File: src/rtl/pld_cell_pkg.sv
package pld_cell_pkg;

   typedef enum logic [2:0] {
      CM_REG   = 3'd0,
      CM_CIO_R = 3'd1,
      CM_DOUT  = 3'd2,
      CM_DIN   = 3'd3,
      CM_CIO_N = 3'd4,
      CM_BAD   = 3'd5
   } cell_mode_e;

   localparam int KIND_INNER = 0;
   localparam int KIND_EDGE  = 1;
   localparam int KIND_MID   = 2;

   function automatic cell_mode_e decode_mode(input logic g0, input logic g1, input logic l);
      cell_mode_e m;
      case ({g0, g1, l})
         3'b010:  m = CM_REG;
         3'b011:  m = CM_CIO_R;
         3'b100:  m = CM_DOUT;
         3'b101:  m = CM_DIN;
         3'b111:  m = CM_CIO_N;
         default: m = CM_BAD;
      endcase
      return m;
   endfunction

endpackage

File: src/rtl/pld_cell_decode.sv
module pld_cell_decode
   import pld_cell_pkg::*;
(
   input  logic       g_sel0,
   input  logic       g_sel1,
   input  logic       l_sel,
   output cell_mode_e mode_o,
   output logic       seven_o
);
   always_comb begin
      mode_o  = decode_mode(g_sel0, g_sel1, l_sel);
      seven_o = (mode_o == CM_CIO_R) || (mode_o == CM_CIO_N);
   end
endmodule

File: src/rtl/pld_cell_sum.sv
module pld_cell_sum #(
   parameter int N_TERMS = 8
) (
   input  logic [N_TERMS-1:0] term_i,
   input  logic               seven_i,
   input  logic               pol_i,
   output logic               val_o
);
   localparam int LOW_W = N_TERMS - 1;

   logic low_or;
   logic top_term;
   logic sum;

   assign low_or   = |term_i[LOW_W-1:0];
   assign top_term = term_i[N_TERMS-1] & ~seven_i;
   assign sum      = low_or | top_term;
   assign val_o    = sum ^ ~pol_i;
endmodule

File: src/rtl/pld_cell_reg.sv
module pld_cell_reg (
   input  logic clk,
   input  logic rst,
   input  logic nxt_i,
   input  logic pre_ld_i,
   input  logic pre_dat_i,
   output logic pin_lvl_o
);
   logic q;

   always_ff @(posedge clk or posedge rst) begin
      if (rst)
         q <= 1'b0;
      else if (pre_ld_i)
         q <= ~pre_dat_i;
      else
         q <= ~nxt_i;
   end

   assign pin_lvl_o = ~q;
endmodule

File: src/rtl/pld_cell_fbmux.sv
module pld_cell_fbmux
   import pld_cell_pkg::*;
#(
   parameter int CELL_KIND = KIND_INNER
) (
   input  cell_mode_e mode_i,
   input  logic       g_sel0,
   input  logic       g_sel1,
   input  logic       l_sel,
   input  logic       reg_i,
   input  logic       pin_i,
   input  logic       adj_i,
   output logic       fb_o
);
   localparam bit IS_EDGE = (CELL_KIND == KIND_EDGE);
   localparam bit IS_MID  = (CELL_KIND == KIND_MID);

   logic steer;
   logic raw;

   assign steer = IS_EDGE ? ~g_sel0 : g_sel1;

   always_comb begin
      case ({steer, l_sel})
         2'b10:   raw = reg_i;
         2'b11:   raw = pin_i;
         default: raw = adj_i;
      endcase
      if (mode_i == CM_BAD)
         fb_o = 1'b0;
      else if (IS_MID && mode_i == CM_DOUT)
         fb_o = 1'b0;
      else
         fb_o = raw;
   end
endmodule

File: src/rtl/pld_out_cell.sv
module pld_out_cell
   import pld_cell_pkg::*;
#(
   parameter int N_TERMS   = 8,
   parameter int CELL_KIND = KIND_INNER
) (
   input  logic               clk,
   input  logic               rst,
   input  logic [N_TERMS-1:0] term_i,
   input  logic               oe_i,
   input  logic               pin_i,
   input  logic               adj_i,
   input  logic               g_sel0,
   input  logic               g_sel1,
   input  logic               l_sel,
   input  logic               l_pol,
   input  logic               pre_ld_i,
   input  logic               pre_dat_i,
   output logic               pin_o,
   output logic               pin_en_o,
   output logic               fb_o
);
   localparam int EN_IDX = N_TERMS - 1;

   generate
      if (N_TERMS < 2) begin : g_bad_terms
         $error("pld_out_cell: N_TERMS must be at least 2");
      end
      if (CELL_KIND < KIND_INNER || CELL_KIND > KIND_MID) begin : g_bad_kind
         $error("pld_out_cell: CELL_KIND out of range");
      end
   endgenerate

   cell_mode_e mode;
   logic       seven;
   logic       comb_val;
   logic       reg_lvl;

   pld_cell_decode u_dec (
      .g_sel0 (g_sel0),
      .g_sel1 (g_sel1),
      .l_sel  (l_sel),
      .mode_o (mode),
      .seven_o(seven)
   );

   pld_cell_sum #(.N_TERMS(N_TERMS)) u_sum (
      .term_i (term_i),
      .seven_i(seven),
      .pol_i  (l_pol),
      .val_o  (comb_val)
   );

   pld_cell_reg u_reg (
      .clk      (clk),
      .rst      (rst),
      .nxt_i    (comb_val),
      .pre_ld_i (pre_ld_i),
      .pre_dat_i(pre_dat_i),
      .pin_lvl_o(reg_lvl)
   );

   pld_cell_fbmux #(.CELL_KIND(CELL_KIND)) u_fb (
      .mode_i(mode),
      .g_sel0(g_sel0),
      .g_sel1(g_sel1),
      .l_sel (l_sel),
      .reg_i (reg_lvl),
      .pin_i (pin_i),
      .adj_i (adj_i),
      .fb_o  (fb_o)
   );

   always_comb begin
      case (mode)
         CM_REG: begin
            pin_o    = reg_lvl;
            pin_en_o = oe_i;
         end
         CM_CIO_R, CM_CIO_N: begin
            pin_o    = comb_val;
            pin_en_o = term_i[EN_IDX];
         end
         CM_DOUT: begin
            pin_o    = comb_val;
            pin_en_o = 1'b1;
         end
         default: begin
            pin_o    = 1'b0;
            pin_en_o = 1'b0;
         end
      endcase
   end
endmodule

File: config.mk
export PLATFORM = sky130hd
export DESIGN_NAME = pld_out_cell
export DESIGN_NICKNAME = d
export VERILOG_FILES = /design/src/rtl/pld_cell_pkg.sv /design/src/rtl/pld_cell_decode.sv /design/src/rtl/pld_cell_sum.sv /design/src/rtl/pld_cell_reg.sv /design/src/rtl/pld_cell_fbmux.sv /design/src/rtl/pld_out_cell.sv
export SDC_FILE = /design/constraint.sdc
export NUM_CORES = 1
export LEC_CHECK = 0
export ABC_AREA = 1
export BUFFER_PORTS_ARGS = -buffer_cell sky130_fd_sc_hd__buf_2
export CORE_AREA = 2 2 39 41
export DETAILED_ROUTE_END_ITERATION = 7
export DIE_AREA = 0 0 41 43
export SYNTH_ARGS = -nofsm -noshare
export SYNTH_HDL_FRONTEND = slang
export SYNTH_SLANG_ARGS = --single-unit
File: constraint.sdc
create_clock -name clk -period 1 [get_ports clk]
set_input_delay 0.2 -clock clk [delete_from_list [all_inputs] [get_ports clk]]
set_output_delay 0.2 -clock clk [all_outputs]
set_load 0.05 [all_outputs]
After elaboration in Yosys (flattened, before gate mapping). Index checks and enable logic that the tools add are counted. Widths: inputs -> output; s select.

Register bits after elaboration: 1. Output and inout port bits: 3.

Multiplexer cells: 6. Equal/unequal tests: 11. Bitwise operators: 8. Reductions and logical operators: 5.

Operators by type and width (number): $eq 3x3->1 const B (5); $pmux 3 s5 (1); $eq 3x2->1 const B (3); $reduce_or 7->1 (1); $not 1->1 (5); $eq 2x2->1 const B (2); $pmux 1 s2 (2); $eq 3x1->1 const B (1); $logic_not 3->1 (1); $pmux 1 s3 (1); $reduce_or 3->1 (1); $mux 1 (2); $reduce_or 2->1 (1); $and 1x1->1 (1); $logic_or 1x1->1 (1); $or 1x1->1 (1); $xor 1x1->1 (1).

Logic depth before layout (Yosys ltp).
Depth in word-level cells: 10. Gate-level depth with buffers: 7. Depth with buffers taken out: 7.

Cells and area by module. A second synthesis with hierarchy kept.

Cell total of the unflattened synthesis: 63. Area, all modules: 286.5 sq um.

Modules (own cells, without submodules): pld_cell_sum (seq. area each 0.0 sq um, times used 1, cells each 16, area an instance 73.8 sq um); pld_out_cell (seq. area each 0.0 sq um, times used 1, cells each 15, area an instance 61.3 sq um); pld_cell_reg (seq. area each 25.0 sq um, times used 1, cells each 9, area an instance 55.1 sq um); pld_cell_decode (seq. area each 0.0 sq um, times used 1, cells each 12, area an instance 51.3 sq um); pld_cell_fbmux (seq. area each 0.0 sq um, times used 1, cells each 11, area an instance 45.0 sq um).

Worst setup path before layout. Ideal clock, no wire load.

Path type: reg2out. Start point: reg u_reg.q. End point: out fb_o. Data required time: 0.800 ns. Path slack: -0.154 ns. Arrival: 0.954 ns. Cell stages (with the launch flop): 6. Path through: dfrtp_1 -> nor2_2 -> nand2_1 -> nand3_1 -> o211ai_1 -> inv_1.

Longest elaborated chain between the ends: 3.

Ends and longest elaborated chain: start: declaration (line pld_cell_reg.sv:9) `logic q;`; start signal: assignment (line pld_cell_reg.sv:15) `q <= ~pre_dat_i;`; start signal: assignment (line pld_cell_reg.sv:17) `q <= ~nxt_i;`; $not 1->1 (line pld_cell_reg.sv:20) `assign pin_lvl_o = ~q;`; $pmux 1 s2 (line pld_cell_fbmux.sv:24) `case ({steer, l_sel})`; $mux 1 (line pld_cell_fbmux.sv:29) `if (mode_i == CM_BAD)`; end: declaration (line pld_out_cell.sv:21) `output logic fb_o`.

No other way between the ends.

Worst setup path in the final report.
Start point: in term_i[5]. End point: out pin_o.

Longest elaborated chain between the ends: 4.

Ends and longest elaborated chain: start: declaration (line pld_out_cell.sv:9) `input logic [N_TERMS-1:0] term_i,`; $reduce_or 7->1 (line pld_cell_sum.sv:15) `assign low_or = |term_i[LOW_W-1:0];`; $or 1x1->1 (line pld_cell_sum.sv:17) `assign sum = low_or | top_term;`; $xor 1x1->1 (line pld_cell_sum.sv:18) `assign val_o = sum ^ ~pol_i;`; $pmux 1 s2 (line pld_out_cell.sv:75) `case (mode)`; end: declaration (line pld_out_cell.sv:19) `output logic pin_o,`.

No other way between the ends.

==> summary by stage <==
Synth
Yosys printed 0 warnings. Summing the sequential cell areas from Yosys gives 10.3% of the chip area. The count of mapped cells out of synthesis is 52. The portion of synthesized area spent on multiplexers is 0%. By count the netlist is led by sky130_fd_sc_hd__nand2_1, sky130_fd_sc_hd__inv_1, sky130_fd_sc_hd__nand3_1, sky130_fd_sc_hd__nor2_1, sky130_fd_sc_hd__nand2_2.

The dominant cell type by area after synthesis is sky130_fd_sc_hd__nand2_1. After synthesis, the share of flip-flops with an asynchronous set or reset is 100%. The synthesized netlist occupies a cell area of 243 um^2. Summing the areas of all and, or, nand and nor instances in the mapped netlist gives between 60% and 70% of the synthesized area.

The synthesized netlist contains 10 unique library cells. Yosys mapped a number of flops with a built-in enable equal to 0. The dominant combinational cell family by area after synthesis is simple AND/OR/NAND/NOR gates. In this run the biggest area consumer among cell types represents approximately a quarter of the synthesized area.

Sorting the synthesized cells by area gives the leading types as sky130_fd_sc_hd__nand2_1, sky130_fd_sc_hd__inv_1, sky130_fd_sc_hd__nand3_1. The adder-cell area share of the yosys netlist is 0%. Among all cell types in the netlist, the one instantiated most often is sky130_fd_sc_hd__nand2_1.

Counting flops and latches in the post-synthesis netlist gives 1. The post-synthesis share of cell area spent on xor and xnor gates is 0%. Synthesis produced a netlist with a net count of 71. The compound-gate portion of the synthesized area is under 10%. The commonest register cell after synthesis is sky130_fd_sc_hd__dfrtp_1. The mean area per synthesized cell is between 4 and 5 um^2.

Power
The total power density per cell area is between 500 and 600 nW/um^2. The share of total power in sequential cells is 15.8%. The static leakage power is 0.000318 uW.

The maximum resistive drop on vdd is 0.000251 V. Combinational logic is responsible for a little over four fifths of the overall power. The net switching component of the power is between 100 and 150 uW. The internal power is approximately 170 uW. Per report_power, the clock group accounts for 0% of the total. The fraction of power spent switching nets is between 40% and 50%.

Setup path
The critical path start-end classification is in -> out. The largest fanout of any net on the critical path is 2. The data arrival time at the worst-slack endpoint is 970 ps. The worst setup path is captured at a primary output.

The worst path required time is roughly 800 ps. The worst setup path is launched from a primary input.

Detailed routing
The count of unresolved DRC violations after routing is 0. The total detailed-routing wirelength is around 840 um. Once detail routing completed, the nets flagged for antenna violations numbered 0. The via count of the routed design is about 380.

The length of the first detailed-routing pass in iterations is 2. In the routed layout, each cell is associated on average with a via count of ~4. The iteration-0 DRC count of the detailed router is 3. The routed wire length per instance is approximately 8.8 um.

Timing
After layout, the worst path uses 117% of the clock period. The shortest period the worst path allows is roughly 1200 ps. Setup repair after global routing could not meet its margin everywhere. In the post-route analysis, the smallest setup slack over all paths is -174 ps. The final setup violation count is 4. The hold violation total from the final report is 0. The highest attainable clock frequency is roughly 850 MHz. The count of pins over their slew limit is 0.

The headroom to the max-slew limit is 87.1%. For the pin with the worst max-slew slack, the measured transition is 193 ps.

Global route
The initial antenna violation count is 0. The largest net degree at the start of global routing is 4. The number of global-route vias before repair is between 300 and 400. Across every metal layer, demand over resource in global routing totals 8.21%. The remaining global-route overflow is 0. The global-route wire length before repair is roughly 1.1 mm.

Floorplanning
For this configuration, the core starts out at a cell density of approximately 18%. The total number of placement rows is 14. The core region is 1380 um^2.

The chip height is about 43 um. The die covers 1760 um^2. The die is 41 um wide. 22 I/O pins were placed.

Finish
The final cell area excluding filler cells is ~590 um^2. Cells with a size suffix above 1 make up 72.2% of the layout. The repair_antennas step left the layout with diodes totalling 0. In the final layout, the registers with the most flip-flops are u_reg.q (1). The core utilization of the finished layout is between 40% and 50%. u_reg.q holds more flip-flops than any other register. The filler cells instantiated in the layout total 147.

The final layout contains 100 nets. The layout overhead on the synthesized area is 143%. The flip-flop count of the largest register, all copies and words added is 1.

Run status
The flow ran to the end, but the final reports show violations. The final reports fail on negative setup slack.

Placement
The post-placement cell area is about 410 um^2. The quantity of I/O buffers inserted on ports is 21. Routability-driven placement finished with a final weighted congestion of 0.665. At the placement stage, the worst setup path has a slack of -274 ps.

The HPWL after detailed placement is between 600 and 700 um.

Hold path
The worst hold path belongs to the class in -> async.

Clock tree
The post-CTS clock slew at the launch and capture registers of the worst setup and hold paths is 0 ps.

Job
Max-cap violations in this run came to 0.
## kinds of logic (layout without fill, tap and decap cells)
| group | Yosys count | count (layout) |
|---|---|---|
| DFF | 1 | 1 |
| AOI/OAI and AO/OA | 1 | 1 |
| buffers and inverters | 14 | 41 |
| and+or+nand+nor | 36 | 36 |
## metal layers
layer  wire length (um)  share of wire, %  global-route usage, %  vias up
li1                   -                 -                      -      208
met5                  0                 0                      0        -
met2                480                57                   16.3        7
met4                  0                 0                      0        0
met1                321                38                   9.24      169
met3                 34               4.1                  0.524        0
## per-stage QoR
stage / std cells / hold WS [ps] / power (uW) / TNS (ps)
finish: 95 / 34.6 / 296 / -345
global route: 95 / 39.5 / 314 / -611
CTS: 94 / 37.8 / 259 / -263
detailed placement: 93 / 37.8 / 213 / -658
global placement: 93 / 33.7 / 211 / -650
floorplan: 52 / -71.3 / 141 / -27.5
## path summary, 6_finish.rpt
check / from / endpoint / slack (ps) / depth (start not counted)
min in group clk: pre_dat_i / u_reg.q$_DFF_PP0_ / 460 / 3
worst max-delay path: term_i[5] / pin_o / -170 / 8
worst min-delay path: rst / u_reg.q$_DFF_PP0_ / 30 / 2
max in group asynchronous: rst / u_reg.q$_DFF_PP0_ / 880 / 2
## critical path, stage by stage
cell                      delay [ps]
sky130_fd_sc_hd__buf_6           100
sky130_fd_sc_hd__nor2_4           80
sky130_fd_sc_hd__nand2_1          60
sky130_fd_sc_hd__nor2_2          140
sky130_fd_sc_hd__nand3_2          90
sky130_fd_sc_hd__nand3_2         100
sky130_fd_sc_hd__nand2_4          50
sky130_fd_sc_hd__buf_8           150
## cell type report
cell class	count	area [um^2]	area share, %
inverters	14	62.6	10.6
repair buffers	27	240	40.7
flip-flops and latches	1	25.0	4.24
multi-input cells	37	243	41.1
well taps	16	20.0	3.39
## what timing repair did
item	CTS	global route
cloned	0	0
hold buffers	0	0
pin swaps	9	17
endpoints found under the setup margin	3	4
setup buffers	1	1
gates resized for setup	26	27
## placed cells by master (no fill, tap or decap)
master,n
sky130_fd_sc_hd__buf_2,9
sky130_fd_sc_hd__buf_4,6
sky130_fd_sc_hd__buf_6,8
sky130_fd_sc_hd__buf_8,4
sky130_fd_sc_hd__clkinv_4,1
sky130_fd_sc_hd__dfrtp_1,1
sky130_fd_sc_hd__inv_1,4
sky130_fd_sc_hd__inv_2,7
sky130_fd_sc_hd__inv_4,2
sky130_fd_sc_hd__nand2_1,10
sky130_fd_sc_hd__nand2_2,6
sky130_fd_sc_hd__nand2_4,2
sky130_fd_sc_hd__nand3_1,3
sky130_fd_sc_hd__nand3_2,5
sky130_fd_sc_hd__nand4_1,1
sky130_fd_sc_hd__nor2_1,2
sky130_fd_sc_hd__nor2_2,3
sky130_fd_sc_hd__nor2_4,3
sky130_fd_sc_hd__o211ai_1,1
sky130_fd_sc_hd__or2_2,1
## power by group through the flow
stage / sequential, uW / clock, uW / combinational (uW)
2_1_floorplan: 45.5 / 0 / 95.7
3_3_place_gp: 45.9 / 0 / 165
3_5_place_dp: 45.8 / 0 / 167
4_1_cts: 45.7 / 0 / 213
5_1_grt: 47.4 / 0 / 267
6_report: 46.9 / 0 / 249
No activity file was read; power rests on OpenSTA's default activity.
